**src/rtl/flag_out_pkg.sv**
```systemverilog
package flag_out_pkg;

  typedef enum logic [2:0] {
    OM_ACTIVE   = 3'b000,
    OM_CLR      = 3'b001,
    OM_SET      = 3'b010,
    OM_TGL      = 3'b011,
    OM_ALT      = 3'b100,
    OM_SET_SEC  = 3'b101,
    OM_SET_ROLL = 3'b110,
    OM_GATED    = 3'b111
  } omode_e;

  localparam int unsigned OMODE_W = 3;

endpackage

```
**src/rtl/flag_rst_sync.sv**
```systemverilog
module flag_rst_sync #(
  parameter int unsigned STAGES = 2
) (
  input  logic clk,
  input  logic arst_n,
  output logic rst_n_o
);

  localparam int unsigned LAST = STAGES - 1;

  logic [LAST:0] chain_q;
  logic [LAST:0] chain_d;

  generate
    if (STAGES == 1) begin : g_single
      always_comb chain_d = 1'b1;
    end else begin : g_multi
      always_comb chain_d = {chain_q[LAST-1:0], 1'b1};
    end
  endgenerate

  always_ff @(posedge clk or negedge arst_n) begin
    if (!arst_n) chain_q <= '0;
    else         chain_q <= chain_d;
  end

  assign rst_n_o = chain_q[LAST];

endmodule

```
**src/rtl/alt_cmp_tracker.sv**
```systemverilog
module alt_cmp_tracker (
  input  logic clk,
  input  logic rst_n,
  input  logic clr_i,
  input  logic en_i,
  input  logic cmp1_i,
  input  logic cmp2_i,
  output logic hit_o,
  output logic expect2_o
);

  logic expect2_q;
  logic expect2_d;
  logic step_1;
  logic step_2;
  logic upd_en;

  always_comb begin
    step_1    = en_i && !expect2_q && cmp1_i;
    step_2    = en_i &&  expect2_q && cmp2_i;
    hit_o     = step_1 || step_2;
    expect2_d = expect2_q;
    if (clr_i)       expect2_d = 1'b0;
    else if (step_1) expect2_d = 1'b1;
    else if (step_2) expect2_d = 1'b0;
    upd_en    = clr_i || hit_o;
  end

  always_ff @(posedge clk or negedge rst_n) begin
    if (!rst_n)      expect2_q <= 1'b0;
    else if (upd_en) expect2_q <= expect2_d;
  end

  assign expect2_o = expect2_q;

endmodule

```
**src/rtl/flag_core.sv**
```systemverilog
module flag_core
  import flag_out_pkg::*;
(
  input  logic   clk,
  input  logic   rst_n,
  input  omode_e mode_i,
  input  logic   cmp_any_i,
  input  logic   alt_hit_i,
  input  logic   sec_edge_i,
  input  logic   rollover_i,
  input  logic   force_wr_i,
  input  logic   force_val_i,
  output logic   flag_o
);

  logic flag_q;
  logic flag_d;
  logic flag_en;

  always_comb begin
    flag_d  = flag_q;
    flag_en = 1'b0;
    if (force_wr_i) begin
      flag_d  = force_val_i;
      flag_en = 1'b1;
    end else begin
      case (mode_i)
        OM_CLR: if (cmp_any_i) begin
          flag_d  = 1'b0;
          flag_en = 1'b1;
        end
        OM_SET: if (cmp_any_i) begin
          flag_d  = 1'b1;
          flag_en = 1'b1;
        end
        OM_TGL: if (cmp_any_i) begin
          flag_d  = ~flag_q;
          flag_en = 1'b1;
        end
        OM_ALT: if (alt_hit_i) begin
          flag_d  = ~flag_q;
          flag_en = 1'b1;
        end
        OM_SET_SEC: begin
          if (cmp_any_i) begin
            flag_d  = 1'b1;
            flag_en = 1'b1;
          end else if (sec_edge_i) begin
            flag_d  = 1'b0;
            flag_en = 1'b1;
          end
        end
        OM_SET_ROLL: begin
          if (cmp_any_i) begin
            flag_d  = 1'b1;
            flag_en = 1'b1;
          end else if (rollover_i) begin
            flag_d  = 1'b0;
            flag_en = 1'b1;
          end
        end
        default: begin
          flag_d  = flag_q;
          flag_en = 1'b0;
        end
      endcase
    end
  end

  always_ff @(posedge clk or negedge rst_n) begin
    if (!rst_n)       flag_q <= 1'b0;
    else if (flag_en) flag_q <= flag_d;
  end

  assign flag_o = flag_q;

endmodule

```
**src/rtl/flag_pin_stage.sv**
```systemverilog
module flag_pin_stage
  import flag_out_pkg::*;
(
  input  omode_e mode_i,
  input  logic   flag_i,
  input  logic   cnt_active_i,
  input  logic   cnt_clk_i,
  input  logic   pol_inv_i,
  input  logic   oe_i,
  output logic   pin_o,
  output logic   pin_oe_o
);

  logic raw;

  always_comb begin
    case (mode_i)
      OM_ACTIVE: raw = cnt_active_i;
      OM_GATED:  raw = cnt_active_i & cnt_clk_i;
      default:   raw = flag_i;
    endcase
    pin_o    = raw ^ pol_inv_i;
    pin_oe_o = oe_i;
  end

endmodule

```
**src/rtl/cmp_flag_out.sv**
```systemverilog
module cmp_flag_out
  import flag_out_pkg::*;
#(
  parameter logic [2:0]  RST_MODE    = 3'b000,
  parameter int unsigned SYNC_STAGES = 2
) (
  input  logic       clk,
  input  logic       rst_n,
  input  logic       cnt_clk_i,
  input  logic       cnt_active_i,
  input  logic       cmp1_hit_i,
  input  logic       cmp2_hit_i,
  input  logic       rollover_i,
  input  logic       sec_edge_i,
  input  logic       mode_wr_i,
  input  logic [2:0] mode_i,
  input  logic       force_wr_i,
  input  logic       force_val_i,
  input  logic       pol_inv_i,
  input  logic       oe_i,
  output logic       pin_o,
  output logic       pin_oe_o
);

  localparam omode_e MODE_AT_RST = omode_e'(RST_MODE);

  logic   rst_n_sync;
  omode_e mode_q;
  omode_e mode_d;
  logic   cmp_any;
  logic   alt_en;
  logic   alt_hit;
  logic   expect2_q;
  logic   flag_q;

  flag_rst_sync #(.STAGES(SYNC_STAGES)) u_rst (
    .clk     (clk),
    .arst_n  (rst_n),
    .rst_n_o (rst_n_sync)
  );

  always_comb begin
    mode_d  = mode_wr_i ? omode_e'(mode_i) : mode_q;
    cmp_any = cmp1_hit_i || cmp2_hit_i;
    alt_en  = (mode_q == OM_ALT);
  end

  always_ff @(posedge clk or negedge rst_n_sync) begin
    if (!rst_n_sync)    mode_q <= MODE_AT_RST;
    else if (mode_wr_i) mode_q <= mode_d;
  end

  alt_cmp_tracker u_track (
    .clk       (clk),
    .rst_n     (rst_n_sync),
    .clr_i     (mode_wr_i),
    .en_i      (alt_en),
    .cmp1_i    (cmp1_hit_i),
    .cmp2_i    (cmp2_hit_i),
    .hit_o     (alt_hit),
    .expect2_o (expect2_q)
  );

  flag_core u_core (
    .clk         (clk),
    .rst_n       (rst_n_sync),
    .mode_i      (mode_q),
    .cmp_any_i   (cmp_any),
    .alt_hit_i   (alt_hit),
    .sec_edge_i  (sec_edge_i),
    .rollover_i  (rollover_i),
    .force_wr_i  (force_wr_i),
    .force_val_i (force_val_i),
    .flag_o      (flag_q)
  );

  flag_pin_stage u_pin (
    .mode_i       (mode_q),
    .flag_i       (flag_q),
    .cnt_active_i (cnt_active_i),
    .cnt_clk_i    (cnt_clk_i),
    .pol_inv_i    (pol_inv_i),
    .oe_i         (oe_i),
    .pin_o        (pin_o),
    .pin_oe_o     (pin_oe_o)
  );

endmodule

```
**config.mk**
```make
export PLATFORM = sky130hd
export DESIGN_NAME = cmp_flag_out
export DESIGN_NICKNAME = d
export VERILOG_FILES = /design/src/rtl/flag_out_pkg.sv /design/src/rtl/flag_rst_sync.sv /design/src/rtl/alt_cmp_tracker.sv /design/src/rtl/flag_core.sv /design/src/rtl/flag_pin_stage.sv /design/src/rtl/cmp_flag_out.sv
export SDC_FILE = /design/constraint.sdc
export NUM_CORES = 1
export LEC_CHECK = 0
export BUFFER_PORTS_ARGS = -buffer_cell sky130_fd_sc_hd__buf_2
export CORE_AREA = 2 2 39 41
export CTS_CLUSTER_DIAMETER = 100
export CTS_CLUSTER_SIZE = 16
export DETAILED_ROUTE_END_ITERATION = 6
export DIE_AREA = 0 0 41 43
export PLACE_DENSITY = 0.63
export SETUP_SLACK_MARGIN = 0.1
export SLEW_MARGIN = 20
export SYNTH_ARGS = -nofsm -noshare
export SYNTH_HDL_FRONTEND = slang
export SYNTH_SLANG_ARGS = --single-unit
```
**constraint.sdc**
```tcl
create_clock -name clk -period 1.75 [get_ports clk]
set_clock_uncertainty 0.05 [all_clocks]
set_input_delay 0.175 -clock clk [delete_from_list [all_inputs] [get_ports clk]]
set_output_delay 0.175 -clock clk [all_outputs]
set_load 0.01 [all_outputs]
```
# After elaboration in Yosys (flattened, before gate mapping)
# Index checks and enable logic that the tools add are counted.
# word_totals
ff_bits	7
inputBits	16
output_inout_bits	2
word_cells	56
# op_classes
eq_ne	13
mux	22
bitwise	3
reduce_logical	14
# ops
op	count
$mux W1	19
$eq A3 B3 Y1 const B	4
$ne A3 B3 Y1 const B	4
$ne A4 B4 Y1 const B	2
$reduce_and A8 Y1	1
$reduce_bool A7 Y1	1
$eq A3 B2 Y1 const B	2
$pmux W1 S6	1
$logic_and A1 B1 Y1	4
$pmux W1 S4	1
$eq A3 B1 Y1 const B	1
$logic_not A3 Y1	1
$logic_or A1 B1 Y1	3
$reduce_bool A3 Y1	1
$reduce_or A3 Y1	1
$pmux W1 S2	1
$reduce_and A2 Y1	1
$and A1 B1 Y1	1
$logic_not A1 Y1	1
$not A1 Y1	1
$xor A1 B1 Y1	1

# Logic depth before layout (Yosys ltp)
# Gate-level depths: netlist (run 1).
# logic_depth
depth_word	8
mapped_depth	5
mapped_depth_nobuf	4

# Modules after synthesis
# From an unflattened synthesis (run 1), not the netlist that was laid out.
# unflattened
hier_cells	43
area_unflattened_um2	436.7
# by_module_without_submodules
mod	n_inst	cells_per_inst	area_each_um2	seq_area_each_um2
flag_core	1	17	128.9	25.0
cmp_flag_out	1	8	122.6	75.1
alt_cmp_tracker	1	6	67.6	25.0
flag_pin_stage	1	9	63.8	0.0
flag_rst_sync	1	3	53.8	50.0

# Worst setup path before layout (run 1)
# Ideal clock, no wire load.
# synth_timing
path_type	register to output
startpoint	register mode_q[2]
endpoint	output port pin_o
arrival_ns	1.373
required_time_ns	1.525
setup_slack_ns	0.152
path_stages_with_launch	6
n_path_buf	1
cell_sequence	dfrtp_1 -> buf_6 -> or4b_1 -> o21ai_1 -> a21oi_1 -> xnor2_1
# synth_between
elab_chain_len	3
elab_cells_between_ends	4
classes_between	eq/ne (1); mux (1); bitwise (1); reduce/logical (1)
# synth_lines
item	line_no	source
start: declaration	cmp_flag_out.sv:28	omode_e mode_q;
start signal: assignment	cmp_flag_out.sv:50	else if (mode_wr_i) mode_q <= mode_d;
$eq A3 B3 Y1 / $logic_not A3 Y1 (equally long branches)	flag_pin_stage.sv:17	case (mode_i)
$pmux W1 S2 (*)	flag_pin_stage.sv:17	
$xor A1 B1 Y1 (*)	flag_pin_stage.sv:22	pin_o = raw ^ pol_inv_i;
end: declaration	cmp_flag_out.sv:21	output logic pin_o,
# Every way passes the cells marked *; elsewhere a longest branch is shown, timed or not.

# Final worst setup path (run 1)
# layout_timing
startpoint	register mode_q[0]
endpoint	output port pin_o
# Same word-level chain as after synthesis.

==> results of run 1 <==
[through the flow]
stage,cells,hold WS [ps],TNS (ps),power [W],utilization [%]
5_1_grt,81,61.8,-118,0.000491,41.0
4_1_cts,81,34.6,-39.4,0.000468,41.0
3_3_place_gp,74,-89.9,0,0.000308,37.2
2_1_floorplan,45,-171,0,0.000276,-
3_5_place_dp,74,-88.1,0,0.000310,37.2
6_report,81,25.4,-25.6,0.000460,41.0
[layer usage]
layer,up-vias,wire length [um]
li1,203,-
met3,0,72
met4,0,0
met2,16,456
met5,-,0
met1,176,401
[path summary, 6_finish.rpt]
check / end / slack, ps / depth (start not counted)
worst max-delay path: pin_o / -30 / 5
worst min-delay path: mode_q[0]$_DFFE_PN0P_ / 30 / 0
worst max register to register: u_core.flag_o$_DFFE_PN0P_ / 190 / 5
worst min register to register: mode_q[0]$_DFFE_PN0P_ / 30 / 0
max in group asynchronous: u_rst.chain_q[1]$_DFF_PN0_ / 1370 / 2
min in group clk: u_track.expect2_o$_DFFE_PN0P_ / 90 / 2
[registers in the layout, summed over array words and instances, names as in the netlist]
signal,flops
mode_q,3
u_core.flag_o,1
u_rst.chain_q,2
u_track.expect2_o,1
[cell families (layout without fill, tap and decap cells)]
| kind of cell | after synthesis | count (layout) | share of synthesized area (%) |
|---|---|---|---|
| and+or+nand+nor | 12 | 12 | 16.1 |
| other | 1 | 1 | 0.861 |
| buffers and inverters | 6 | 26 | 8.91 |
| AOI/OAI and AO/OA | 13 | 13 | 19.5 |
| muxes | 5 | 5 | 12.4 |
| DFF | 7 | 7 | 40.2 |
| xor gates and xnor gates | 1 | 1 | 2.01 |
[final cells by class]
cell class | instances | area (sq um)
multi-input combinational | 32 | 221
clock buffer | 4 | 26.3
timing repair buffer | 20 | 115
inverter | 2 | 7.51
tap | 16 | 20.0
sequential | 7 | 176
fill | 147 | 817
[cells in the final DEF (no fill, tap or decap), types with 3 or more instances in the layout]
cell	count
clkbuf_4	3
buf_2	15
mux2_2	3
buf_4	4
a21oi_1	3
dfrtp_1	6
o21ai_0	4
[what timing repair did]
item | CTS | global route
hold endpoints to repair | 2 | 0
endpoints found under the setup margin | 1 | 1
buffers inserted | 2 | 0
gates resized for setup | 1 | 0
hold buffers | 1 | 0
[report_power, final]
part | internal [W] | switching, W
Clock | 0.0000868 | 0.0000568
Combinational | 0.0000683 | 0.0000581
Sequential | 0.000177 | 0.0000131
Total | 0.000332 | 0.000128
==> results.json, run 1 <==
{
  "grt_overflow_total": 0,
  "cp.arrival_ps": 1550,
  "dieArea_sq_mm": 0.00176,
  "grt_max_degree": 12,
  "yosysTopAreaCellShare_pct": 40.2,
  "start_util_pct": 31.5,
  "drv_slew": 0,
  "max_stage_delay_ps": 500,
  "synth_common_cells": "dfrtp_1, o21ai_0, a21oi_1, mux2_2",
  "synth_fp_nets": 61,
  "max-vdd-ir-drop_mv": 0.329,
  "area_growth_pct": 30.2,
  "die_w_um": 41,
  "grt.total_usage_pct": 12.1,
  "routed_wl_um": 930,
  "netlist_instances": 45,
  "ys_async_sr_fraction_pct": 100,
  "synthMostInstantiatedCell": "dfrtp_1",
  "required_ps": 1520,
  "postSynthAreaPerCell_sq_um": 9.68,
  "synthFlopType": "dfrtp_1",
  "crit_fanout": 3,
  "r2r-start": "mode_q[0]$_DFFE_PN0P_",
  "p_leak_nw": 0.263,
  "design.core.area_sq_mm": 0.00138,
  "drt-initial-drc-count": 2,
  "fp-row-count": 14,
  "finalWorstSetupSlack_ps": -25.6,
  "powerDensity_mw_per_mm2": 812,
  "place_area_sq_um": 514,
  "use_met1_pct": 14.0,
  "rsz0062_at_grt": "true",
  "route.detailed.drc": 0,
  "antenna_found_initial": 0,
  "cp.buffers_inverters": 1,
  "ys_seq_area_share_pct": 40.2,
  "grt_pass1_wl_um": 1390,
  "netlist_area_sq_um": 435,
  "cts_max_path_buffers": 2,
  "synth_area_leader_cell": "dfrtp_1",
  "port_buffers": 15,
  "gp_congestion": 0.682,
  "violations": "negative setup slack",
  "place_ws_ps": 180,
  "pin_count": 18,
  "hold_viol": 0,
  "ant_nets": 0,
  "worstPathCellList": "or4b_1 -> o21ai_1 -> a21oi_1 -> xnor2_1 -> buf_2",
  "cp-startpoint": "mode_q[0]$_DFFE_PN0P_",
  "numCtsBuffers": 3,
  "drive_gt1_share_pct": 41.5,
  "yosys-top-cells-area": "dfrtp_1, mux2_2, mux2i_1",
  "via_per_inst": 4.88,
  "htreeDepth": 1,
  "maxCapViolCount": 0,
  "clockRootBuffer": "clkbuf_4",
  "met3_usage_pct": 1.57,
  "wl_per_cell_um": 11.5,
  "critPathKind": "register to output port",
  "cts_num_sinks": 7,
  "grt_busiest_layer": "met2",
  "start_kind": "register",
  "max_freq_mhz": 563,
  "insertion_delay_ps": 250,
  "fin_area_sq_um": 567,
  "cts_tree": "yes",
  "gr-usage-met2_pct": 18.4,
  "firstDrtPassIters": 4,
  "grt_pass1_vias": 349,
  "finalNetCount": 82,
  "hp-class": "register to asynchronous set/reset pin",
  "layout_min_cycle_time_ps": 1780,
  "finalSetupViolCount": 1,
  "n_antenna_cell": 0,
  "finalCritPeriodShare_pct": 101,
  "clk_pin_slew_worst_paths_ps": 50,
  "ys_warn_count": 0,
  "die_h_um": 43,
  "status": "complete, but fails checks",
  "slowest_stage": "or4b_1",
  "netlist-cell-type-count": 27,
  "critPathTopFamily": "simple AND/OR/NAND/NOR gates",
  "synth_seq_cells": 7,
  "synth_edf_count": 0,
  "vias": 395,
  "cp-end-kind": "output port"
}
(Power assumes the default switching activity.)
==> run 2: changes to the inputs <==
SYNTH_HIERARCHICAL = 1   (was unset)
clock period = 2 ns   (was 1.75 ns; I/O delays follow)
==> run 2 against run 1 <==
Against the previous run:
- the run now ends clean
- hold slack better by 7.2 ps
- combinational power shrank 15%
- routed wire length is 8.5% lower
- register-to-register slack better by 240 ps
- worst setup slack gained 280 ps
- critical path depth stayed put
- synthesized area increased by 0.29%
- synthesized cell count shrank 4.4%
- critical path type unchanged
==> results.json, run 2 <==
{
  "status": "finished, final reports clean",
  "grt_pass1_wl_um": 1410,
  "power.share.clock_pct": 31.3,
  "netlist_instances": 43,
  "numCtsBuffers": 3,
  "top_regs": "mode_q x3, u_rst/chain_q x2",
  "synth_area_leader_cell": "dfrtp_1",
  "netlist_area_sq_um": 437,
  "r2r-start": "mode_q[1]$_DFFE_PN0P_",
  "synth_seq_cells": 7,
  "synth_edf_count": 0,
  "cts_max_path_buffers": 2,
  "die_h_um": 43,
  "cts_resized": 0,
  "netlist-cell-type-count": 27,
  "cts_num_sinks": 7,
  "grt.total_usage_pct": 11.8,
  "crit_path_end": "pin_o",
  "hp-class": "register to asynchronous set/reset pin",
  "intPower_w": 0.000288,
  "max_freq_mhz": 572,
  "wl_per_cell_um": 10.5,
  "start_util_pct": 31.6,
  "drv_slew": 0,
  "hold_viol": 0,
  "finalSetupViolCount": 0,
  "yosysTopAreaCellShare_pct": 40.1,
  "drt-initial-drc-count": 3,
  "gp_congestion": 0.723,
  "p_seq_share_pct": 41.5,
  "route.detailed.drc": 0,
  "largest_reg_flops": 3,
  "postCtsSetupBuffers": 0,
  "dieArea_sq_mm": 0.00176,
  "clockRootBuffer": "clkbuf_4",
  "fp-row-count": 14,
  "crit_fanout": 13,
  "rsz0062_at_grt": "false",
  "finalNetCount": 82,
  "firstDrtPassIters": 2,
  "max-vdd-ir-drop_mv": 0.361,
  "start_kind": "register",
  "clk_pin_slew_worst_paths_ps": 50,
  "antenna_found_initial": 0,
  "finalCritPeriodShare_pct": 87.5,
  "cts_tree": "yes",
  "yosys-top-cells-area": "dfrtp_1, mux2_2, o21ai_0",
  "vias": 400,
  "via_per_inst": 4.94,
  "ys_async_sr_fraction_pct": 100,
  "layout_min_cycle_time_ps": 1750,
  "synthFlopType": "dfrtp_1",
  "htreeDepth": 1,
  "mostFrequentLayoutCells": "buf_2, dfrtp_1, o21ai_0",
  "cp-end-kind": "output port",
  "synthMostInstantiatedCell": "dfrtp_1",
  "synth_fp_nets": 59,
  "design.core.area_sq_mm": 0.00138,
  "ys_seq_area_share_pct": 40.1,
  "powerDensity_mw_per_mm2": 674,
  "cp-startpoint": "mode_q[1]$_DFFE_PN0P_",
  "worst_hold_slack_ps": 32.6,
  "grt_max_degree": 14,
  "largest_register": "mode_q",
  "tns_ps": 0,
  "p_leak_nw": 0.267,
  "cp.arrival_ps": 1500,
  "ys_warn_count": 6,
  "required_ps": 1750,
  "area_growth_pct": 33.5,
  "regToRegSetupSlack_ps": 430,
  "postSynthAreaPerCell_sq_um": 10.2,
  "pin_count": 18,
  "port_buffers": 15,
  "die_w_um": 41,
  "grt_pass1_vias": 372,
  "worstReg2RegEnd": "u_core/flag_o$_DFFE_PN0P_",
  "maxCapViolCount": 0,
  "reg2reg_depth": 6,
  "drive_gt1_share_pct": 43.1,
  "routed_wl_um": 851,
  "critPathKind": "register to output port",
  "switching_share_pct": 26.7,
  "grt_overflow_total": 0,
  "ant_nets": 0,
  "p_switching_w": 0.000105,
  "fin_util_pct": 42.1,
  "layout_commonest_cell": "buf_2",
  "pwr-share-comb_pct": 27.2,
  "synth_common_cells": "dfrtp_1, o21ai_0, inv_1, mux2_2",
  "insertion_delay_ps": 240,
  "hpwl_um": 681,
  "n_antenna_cell": 0
}
==> run 2: area by class of cell <==
class / count / area, sq um
clock buffers: 4 / 26.3
fillers: 143 / 801
inverters: 3 / 11.3
multi-input cells: 32 / 243
flip-flops and latches: 7 / 175
well taps: 16 / 20.0
repair buffers: 19 / 108
==> run 2: critical path: stages, from the launching register on <==
cell and delay, ps:
dfrtp_1 370, buf_4 170, nor4b_1 370, a211oi_2 70, xnor2_1 130, buf_2 140
==> run 2: how the worst min path moves through the flow <==
stage / startpoint / to / slack [ps]
6_report: u_rst/chain_q[1]$_DFF_PN0_ / mode_q[2]$_DFFE_PN0P_ / 30
5_1_grt: u_rst/chain_q[1]$_DFF_PN0_ / u_core/flag_o$_DFFE_PN0P_ / 60
4_1_cts: u_rst/chain_q[1]$_DFF_PN0_ / u_core/flag_o$_DFFE_PN0P_ / 40
3_5_place_dp: rst_n / u_rst/chain_q[1]$_DFF_PN0_ / -60
3_3_place_gp: rst_n / u_rst/chain_q[0]$_DFF_PN0_ / -60
2_1_floorplan: rst_n / u_rst/chain_q[0]$_DFF_PN0_ / -150
==> run 2: layer usage <==
layer | share of wire (%) | track usage, %
met4 | 0 | 8.00
met1 | 43 | 13.5
met3 | 7.3 | 1.57
met5 | 0 | 0
met2 | 49 | 19.1
==> run 2: power groups by stage <==
stage	Sequential, W	Clock (W)	Combinational, W
3_3_place_gp	0.000165	0	0.000104
2_1_floorplan	0.000173	0	0.0000583
6_report	0.000163	0.000123	0.000107
5_1_grt	0.000165	0.000142	0.000121
3_5_place_dp	0.000166	0	0.000106
4_1_cts	0.000163	0.000133	0.000108
==> run 2: logic make-up after synthesis <==
logic type	after synthesis	share of synthesized area (%)
compound gates	12	20.3
mux	4	10.0
simple gates	14	22.4
other cells	1	0.859
flops	7	40.1
xor+xnor	1	2.01
buf+inv	4	4.30
==> run 2: repair_timing <==
item / in CTS / in global routing
endpoints found under the setup margin: 0 / 0
endpoints found under the hold margin: 2 / 0
hold buffers: 1 / 0
==> run 2: per-stage QoR <==
step | total power (W) | cell area, sq um | setup WS, ps | instances
after CTS | 0.000405 | 583 | 223 | 81
after floorplan | 0.000232 | 437 | 417 | 43
after detailed placement | 0.000272 | 547 | 426 | 76
after global routing | 0.000428 | 583 | 108 | 81
final | 0.000393 | 583 | 250 | 81
after global placement | 0.000269 | 547 | 482 | 76
